==> src/rtl/ddr2rd_pkg.sv <==
package ddr2rd_pkg;

    // Physical address width and geometry of a rank word
    localparam int ADDR_W      = 34;
    localparam int WORD_W      = 32;
    localparam int BASE_LO     = 21;             // word bit holding the lowest base bit
    localparam int BASE_SHIFT  = 2;              // stored base is address >> 2
    localparam int GRAIN_LOG2  = 23;             // 8 MiB granule
    localparam int FIELD_LO    = 6;
    localparam int FIELD_W     = 10;
    localparam int SPAN_W      = FIELD_W + 1;    // holds 1024 - f
    localparam int LIMIT_W     = ADDR_W + 1;     // base + size can exceed 2^34

    localparam logic [WORD_W-1:0] RANK_MASK = 32'hFFE0_FFC1;

    // Indirect locations behind the data port
    localparam logic [WORD_W-1:0] IDX_READY_A = 32'h0000_0014;
    localparam logic [WORD_W-1:0] IDX_READY_B = 32'h0000_001F;
    localparam logic [WORD_W-1:0] IDX_OPTIONS = 32'h0000_0021;
    localparam logic [WORD_W-1:0] IDX_BANKCFG = 32'h0000_0040;
    localparam logic [WORD_W-1:0] IDX_DLLCFG  = 32'h0000_007A;

    localparam logic [WORD_W-1:0] VAL_READY   = 32'h8000_0000;
    localparam logic [WORD_W-1:0] VAL_BANKCFG = 32'h0000_8001;
    localparam logic [WORD_W-1:0] VAL_DLLCFG  = 32'h0200_0000;

    localparam int EN_BIT = 27;

    typedef enum logic {
        CTL_OFF = 1'b0,
        CTL_ON  = 1'b1
    } ctl_state_t;

    typedef struct packed {
        logic               valid;
        logic [ADDR_W-1:0]  base;
        logic [LIMIT_W-1:0] limit;
    } rank_win_t;

endpackage

==> src/rtl/ddr2rd_rank_table.sv <==
module ddr2rd_rank_table
    import ddr2rd_pkg::*;
#(
    parameter int                          NUM_RANKS  = 4,
    parameter logic [NUM_RANKS*WORD_W-1:0] RANK_WORDS = '0
) (
    output logic [NUM_RANKS-1:0][WORD_W-1:0] rank_words,
    output rank_win_t [NUM_RANKS-1:0]        rank_wins
);

    localparam int BASE_BITS = WORD_W - BASE_LO;   // 11 stored base bits
    localparam int LOW_ZERO  = ADDR_W - BASE_BITS; // address bits below the base field

    for (genvar g = 0; g < NUM_RANKS; g++) begin : g_rank
        logic [WORD_W-1:0]  word;
        logic [FIELD_W-1:0] field;
        logic [SPAN_W-1:0]  span;
        logic [ADDR_W-1:0]  size;

        assign word  = RANK_WORDS[g*WORD_W +: WORD_W] & RANK_MASK;
        assign field = word[FIELD_LO +: FIELD_W];
        assign span  = SPAN_W'(1 << FIELD_W) - {1'b0, field};
        assign size  = {span, {GRAIN_LOG2{1'b0}}};

        assign rank_words[g]      = word;
        assign rank_wins[g].valid = word[0];
        assign rank_wins[g].base  = {word[WORD_W-1:BASE_LO], {LOW_ZERO{1'b0}}};
        assign rank_wins[g].limit = {1'b0, rank_wins[g].base} + {1'b0, size};
    end

endmodule

==> src/rtl/ddr2rd_ctl.sv <==
module ddr2rd_ctl
    import ddr2rd_pkg::*;
#(
    parameter int NUM_RANKS  = 4,
    parameter int SEL_W      = 10,
    parameter int PORT_INDEX = 'h10,
    parameter int PORT_DATA  = 'h11,
    parameter int PORT_RANK0 = 'h40
) (
    input  logic                             clk,
    input  logic                             rst_n,
    input  logic [SEL_W-1:0]                 reg_sel,
    input  logic                             reg_wr,
    input  logic                             reg_rd,
    input  logic [WORD_W-1:0]                reg_wdata,
    input  logic [NUM_RANKS-1:0][WORD_W-1:0] rank_words,
    output logic [WORD_W-1:0]                reg_rdata,
    output logic                             ctl_en
);

    localparam logic [SEL_W-1:0] SEL_INDEX = SEL_W'(PORT_INDEX);
    localparam logic [SEL_W-1:0] SEL_DATA  = SEL_W'(PORT_DATA);

    ctl_state_t        state_q, state_d;
    logic [WORD_W-1:0] index_q;
    logic [WORD_W-1:0] opt_value;
    logic [WORD_W-1:0] rd_value;
    logic [WORD_W-1:0] ind_value;
    logic              opt_wr;

    assign opt_wr = reg_wr && (reg_sel == SEL_DATA) && (index_q == IDX_OPTIONS);

    // Index register
    always_ff @(posedge clk) begin
        if (!rst_n) begin
            index_q <= '0;
        end else if (reg_wr && reg_sel == SEL_INDEX) begin
            index_q <= reg_wdata;
        end
    end

    // State register
    always_ff @(posedge clk) begin
        if (!rst_n) begin
            state_q <= CTL_OFF;
        end else begin
            state_q <= state_d;
        end
    end

    // Next state: TURN_ON / TURN_OFF
    always_comb begin
        state_d = state_q;
        unique case (state_q)
            CTL_OFF: if (opt_wr && reg_wdata[EN_BIT])  state_d = CTL_ON;
            CTL_ON:  if (opt_wr && !reg_wdata[EN_BIT]) state_d = CTL_OFF;
            default: state_d = CTL_OFF;
        endcase
    end

    // State outputs
    always_comb begin
        ctl_en    = 1'b0;
        opt_value = '0;
        unique case (state_q)
            CTL_OFF: begin
                ctl_en    = 1'b0;
                opt_value = '0;
            end
            CTL_ON: begin
                ctl_en    = 1'b1;
                opt_value = WORD_W'(1) << EN_BIT;
            end
            default: begin
                ctl_en    = 1'b0;
                opt_value = '0;
            end
        endcase
    end

    // Indirect read values
    always_comb begin
        unique case (index_q)
            IDX_READY_A, IDX_READY_B: ind_value = VAL_READY;
            IDX_OPTIONS:              ind_value = opt_value;
            IDX_BANKCFG:              ind_value = VAL_BANKCFG;
            IDX_DLLCFG:               ind_value = VAL_DLLCFG;
            default:                  ind_value = '0;
        endcase
    end

    // Port read mux
    always_comb begin
        rd_value = '0;
        if (reg_sel == SEL_INDEX) begin
            rd_value = index_q;
        end else if (reg_sel == SEL_DATA) begin
            rd_value = ind_value;
        end else begin
            for (int i = 0; i < NUM_RANKS; i++) begin
                if (reg_sel == SEL_W'(PORT_RANK0 + i)) begin
                    rd_value = rank_words[i];
                end
            end
        end
    end

    always_ff @(posedge clk) begin
        if (!rst_n) begin
            reg_rdata <= '0;
        end else if (reg_rd) begin
            reg_rdata <= rd_value;
        end
    end

    AST_EN_RISE_NEEDS_WRITE: assert property (@(posedge clk) disable iff (!rst_n)
        $rose(ctl_en) |-> $past(opt_wr && reg_wdata[EN_BIT]));

    AST_EN_FALL_NEEDS_WRITE: assert property (@(posedge clk) disable iff (!rst_n)
        $fell(ctl_en) |-> $past(opt_wr && !reg_wdata[EN_BIT]));

    AST_RDATA_HOLD: assert property (@(posedge clk) disable iff (!rst_n)
        !reg_rd |=> $stable(reg_rdata));

endmodule

==> src/rtl/ddr2rd_match.sv <==
module ddr2rd_match
    import ddr2rd_pkg::*;
#(
    parameter int NUM_RANKS  = 4,
    parameter int RANK_IDX_W = 2
) (
    input  logic                      clk,
    input  logic                      rst_n,
    input  logic                      ctl_en,
    input  rank_win_t [NUM_RANKS-1:0] rank_wins,
    input  logic [ADDR_W-1:0]         mem_addr,
    output logic                      dec_hit,
    output logic [RANK_IDX_W-1:0]     dec_rank,
    output logic [ADDR_W-1:0]         dec_offset
);

    logic [NUM_RANKS-1:0]  raw_hit;
    logic                  hit_c;
    logic [RANK_IDX_W-1:0] rank_c;
    logic [ADDR_W-1:0]     off_c;

    for (genvar g = 0; g < NUM_RANKS; g++) begin : g_cmp
        logic above_base;
        logic below_limit;
        assign above_base  = mem_addr >= rank_wins[g].base;
        assign below_limit = {1'b0, mem_addr} < rank_wins[g].limit;
        assign raw_hit[g]  = ctl_en && rank_wins[g].valid && above_base && below_limit;
    end

    // Lowest-numbered rank wins when windows overlap
    always_comb begin
        hit_c  = 1'b0;
        rank_c = '0;
        off_c  = '0;
        for (int i = NUM_RANKS - 1; i >= 0; i--) begin
            if (raw_hit[i]) begin
                hit_c  = 1'b1;
                rank_c = RANK_IDX_W'(i);
                off_c  = mem_addr - rank_wins[i].base;
            end
        end
    end

    always_ff @(posedge clk) begin
        if (!rst_n) begin
            dec_hit    <= 1'b0;
            dec_rank   <= '0;
            dec_offset <= '0;
        end else begin
            dec_hit    <= hit_c;
            dec_rank   <= rank_c;
            dec_offset <= off_c;
        end
    end

    AST_DISABLED_NO_HIT: assert property (@(posedge clk) disable iff (!rst_n)
        !ctl_en |=> !dec_hit);

    AST_MISS_ZERO_RESULT: assert property (@(posedge clk) disable iff (!rst_n)
        !dec_hit |-> (dec_rank == '0 && dec_offset == '0));

endmodule

==> src/rtl/ddr2rd_top.sv <==
module ddr2rd_top
    import ddr2rd_pkg::*;
#(
    parameter int                          NUM_RANKS  = 4,
    parameter int                          SEL_W      = 10,
    parameter int                          PORT_INDEX = 'h10,
    parameter int                          PORT_DATA  = 'h11,
    parameter int                          PORT_RANK0 = 'h40,
    parameter logic [NUM_RANKS*WORD_W-1:0] RANK_WORDS = {
        32'h801F_803F, 32'h401F_FFFE, 32'h0400_FC01, 32'h0000_F801
    },
    localparam int RANK_IDX_W = (NUM_RANKS > 1) ? $clog2(NUM_RANKS) : 1
) (
    input  logic                  clk,
    input  logic                  rst_n,
    input  logic [SEL_W-1:0]      reg_sel,
    input  logic                  reg_wr,
    input  logic                  reg_rd,
    input  logic [WORD_W-1:0]     reg_wdata,
    output logic [WORD_W-1:0]     reg_rdata,
    input  logic [ADDR_W-1:0]     mem_addr,
    output logic                  dec_hit,
    output logic [RANK_IDX_W-1:0] dec_rank,
    output logic [ADDR_W-1:0]     dec_offset
);

    logic [NUM_RANKS-1:0][WORD_W-1:0] rank_words;
    rank_win_t [NUM_RANKS-1:0]        rank_wins;
    logic                             ctl_en;

    ddr2rd_rank_table #(
        .NUM_RANKS  (NUM_RANKS),
        .RANK_WORDS (RANK_WORDS)
    ) u_table (
        .rank_words (rank_words),
        .rank_wins  (rank_wins)
    );

    ddr2rd_ctl #(
        .NUM_RANKS  (NUM_RANKS),
        .SEL_W      (SEL_W),
        .PORT_INDEX (PORT_INDEX),
        .PORT_DATA  (PORT_DATA),
        .PORT_RANK0 (PORT_RANK0)
    ) u_ctl (
        .clk        (clk),
        .rst_n      (rst_n),
        .reg_sel    (reg_sel),
        .reg_wr     (reg_wr),
        .reg_rd     (reg_rd),
        .reg_wdata  (reg_wdata),
        .rank_words (rank_words),
        .reg_rdata  (reg_rdata),
        .ctl_en     (ctl_en)
    );

    ddr2rd_match #(
        .NUM_RANKS  (NUM_RANKS),
        .RANK_IDX_W (RANK_IDX_W)
    ) u_match (
        .clk        (clk),
        .rst_n      (rst_n),
        .ctl_en     (ctl_en),
        .rank_wins  (rank_wins),
        .mem_addr   (mem_addr),
        .dec_hit    (dec_hit),
        .dec_rank   (dec_rank),
        .dec_offset (dec_offset)
    );

endmodule

==> config.mk <==
export PLATFORM = sky130hd
export DESIGN_NAME = ddr2rd_top
export DESIGN_NICKNAME = d
export VERILOG_FILES = /design/src/rtl/ddr2rd_pkg.sv /design/src/rtl/ddr2rd_rank_table.sv /design/src/rtl/ddr2rd_ctl.sv /design/src/rtl/ddr2rd_match.sv /design/src/rtl/ddr2rd_top.sv
export SDC_FILE = /design/constraint.sdc
export NUM_CORES = 1
export LEC_CHECK = 0
export ABC_AREA = 0
export BUFFER_PORTS_ARGS = -buffer_cell sky130_fd_sc_hd__buf_2
export CELL_PAD_IN_SITES_DETAIL_PLACEMENT = 1
export CELL_PAD_IN_SITES_GLOBAL_PLACEMENT = 2
export CORE_MARGIN = 2
export CORE_UTILIZATION = 25
export DETAILED_ROUTE_END_ITERATION = 10
export GPL_TIMING_DRIVEN = 1
export PLACE_DENSITY = 0.77
export SLEW_MARGIN = 10
export SYNTH_ARGS = -nofsm -noshare
export SYNTH_HDL_FRONTEND = slang
export SYNTH_SLANG_ARGS = --single-unit
==> constraint.sdc <==
create_clock -name clk -period 1.9 [get_ports clk]
set_input_delay 0.19 -clock clk [delete_from_list [all_inputs] [get_ports clk]]
set_output_delay 0.19 -clock clk [all_outputs]
set_load 0.02 [all_outputs]
==> metrics.txt <==
status complete, but fails checks; violated checks negative setup slack; most frequent cell after synthesis dfxtp_1; vias in the first global route 3707; Post-synth EDFFs 0; setup ws final -25.4 ps; CP dominant cell by count or4_4; Worst-Skew Late Latency 350 ps; die area 16900 µm²; CP Launch Type flip-flop; clock buffer depth 2; minimum clock period 1930 ps; Leak 2.29 nW; FFs w/ async S/R, synth 0%; Placed Area 5010 µm²; PwrDens 827 nW/µm²; peak fanout along the critical path 2; Mapped Cells 436; CP top delay family simple AND/OR/NAND/NOR gates; average size of a mapped cell 9.08 µm²; Post-Place Cells 791; WL per Instance 15.5 µm; n_diodes 0; Synth Cell Area 3960 µm²; register area share after synthesis 51.6%; Routed Antenna Nets 0; setup_tns -46.1 ps; DRC 0; die width 130 µm; post-CTS setup buffers 0; die extent in y 130 µm; first-pass GRT wire length 19000 µm; share of cells above drive strength 1 32.3%; Worst VDD drop 0.440 mV; synth top area cells dfxtp_1, a21boi_1, nand2_1; register clock-pin slew on the reported worst setup and hold paths 70 ps; post-route non-filler standard cell count 807; Initial Util 25.3%; fmax 0.519 GHz; maxcap violations 0; flop and latch count out of synthesis 102; CTS Buf Count 9; Via Count 3677; CP max-delay cell or4_4; clock skew 10.2 ps; design area 5330 µm²; Overflow after GRT 0; post-DP HPWL 9640 µm; Worst Setup End Kind flip-flop; Post-synth top cells dfxtp_1, nand2_1, a21boi_1; fin nets 668; Tot GR Track Use 14.7%; First-pass DRT Iterations 4; Primary FF master, synth dfxtp_1; final hold vios 0; # hold bufs at CTS 0; Detailed Route Iter0 Violations 169; Yosys cell types 46; kind of critical path flip-flop to flip-flop; Core Box Area 15700 µm²; number of port buffers 148; P&R area growth vs syn 34.7%; DP Worst Slack -104 ps; hold crit path type input pin to flip-flop; final slew viol count 0; Final setup violation count 2; synth warn 0; largest net degree at the start of global routing 34; RSZ-0062 raised after global routing yes; CP bufs+invs 0; Req. time, crit path 2180 ps; IO Pins 149; CP Cell Sequence or4_4 > or3b_4 > or4_4 > a31oi_1; post-layout util 34.1%; critical path arrival 2200 ps; Syn Nets 518; Root Driver clkbuf_16; Vias/cell 4.56; routability congestion estimate 0.804; clk sinks 102; TritonCTS clock tree done; slowest stage delay, CP 550 ps; initial antenna violation count 0; H-tree depth 3; ratio of final minimum period to clock period 101%; cell taking the most area after synthesis dfxtp_1; Yosys top cell area share 51.6%; Row Count 46; drt total wl 12500 µm
[cells by family after synthesis]
logic type	share of synthesized area [%]
AO/OA/AOI/OAI	16.3
other	0.0947
buffers and inverters	3.79
adder cells (fa/ha/maj)	0.632
flip-flops	51.6
AND/OR/NAND/NOR	27.4
multiplexers	0.253
[registers in the layout (all words and copies together) (netlist names), named ones only]
signal	count
u_match.dec_hit	1
u_match.dec_rank	2
u_match.dec_offset	34
u_ctl.reg_rdata	32
u_ctl.index_q	32
[area by class of cell]
class	count	area (µm²)
Clock inverter	6	85.1
Fill cell	1882	10300
Inverter	3	11.3
Tap cell	216	270
Multi-Input combinational cell	302	1770
Clock buffer	10	239
Timing Repair Buffer	168	916
Sequential cell	102	2040
[stage by stage]
stage,power (mW),hold WS [ps]
2_1_floorplan,2.33,312
3_3_place_gp,2.46,392
3_5_place_dp,2.47,394
4_1_cts,4.47,28.0
5_1_grt,4.57,27.1
6_report,4.41,38.4
[final timing paths]
| check | slack [ps] | end | cells after the start | startpoint |
|---|---|---|---|---|
| hold reg to reg | 470 | u_ctl.reg_rdata[19] | 2 | u_ctl.reg_rdata[19] |
| hold / removal | 40 | u_match.dec_offset[25] | 2 | mem_addr[25] |
| setup / recovery | -30 | u_ctl.reg_rdata[0] | 4 | u_ctl.index_q[21] |
| setup reg to reg | -30 | u_ctl.reg_rdata[0] | 4 | u_ctl.index_q[21] |
[layout by cell type, fill, tap and decap left out, drive strengths merged, types with 2 or more instances in the layout]
cell type	netlist	routed
o21ai	17	17
ha	2	2
a31oi	9	9
clkbuf	24	10
and2	31	31
and4b	3	3
nor2	4	4
a21boi	53	53
a21oi	7	7
clkinvlp	0	2
inv	3	3
nand3	18	18
nor2b	4	4
and4	3	3
and3	4	4
nor4	11	11
or4	3	3
bufinv	0	2
o211ai	2	2
nor3b	3	3
buf	4	168
nand2b	16	16
dfxtp	102	102
nor3	2	2
clkinv	0	2
nand2	85	85
or3	2	2
nand4	9	9
nand4b	2	2
[power by group]
part           total, mW  internal [mW]  leakage, nW  switching [mW]
Clock               2.00           1.19        0.154           0.812
Combinational      0.252          0.121         1.31           0.131
Sequential          2.16           2.15        0.824         0.00895
Total               4.41           3.46         2.29           0.953
[layer usage]
metal	vias up	track usage, %	part of all wire [%]
met5	-	0	0
met1	1740	17.9	44
met2	124	25.0	47
li1	1800	-	-
met3	13	3.36	6.4
met4	0	6.20	1.8
[timing repair]
| item | 4_1_cts | 5_1_grt |
|---|---|---|
| gates resized for setup | 1 | 0 |
| setup endpoints to repair | 2 | 2 |
| pin swaps | 5 | 0 |
(Power assumes the default switching activity.)
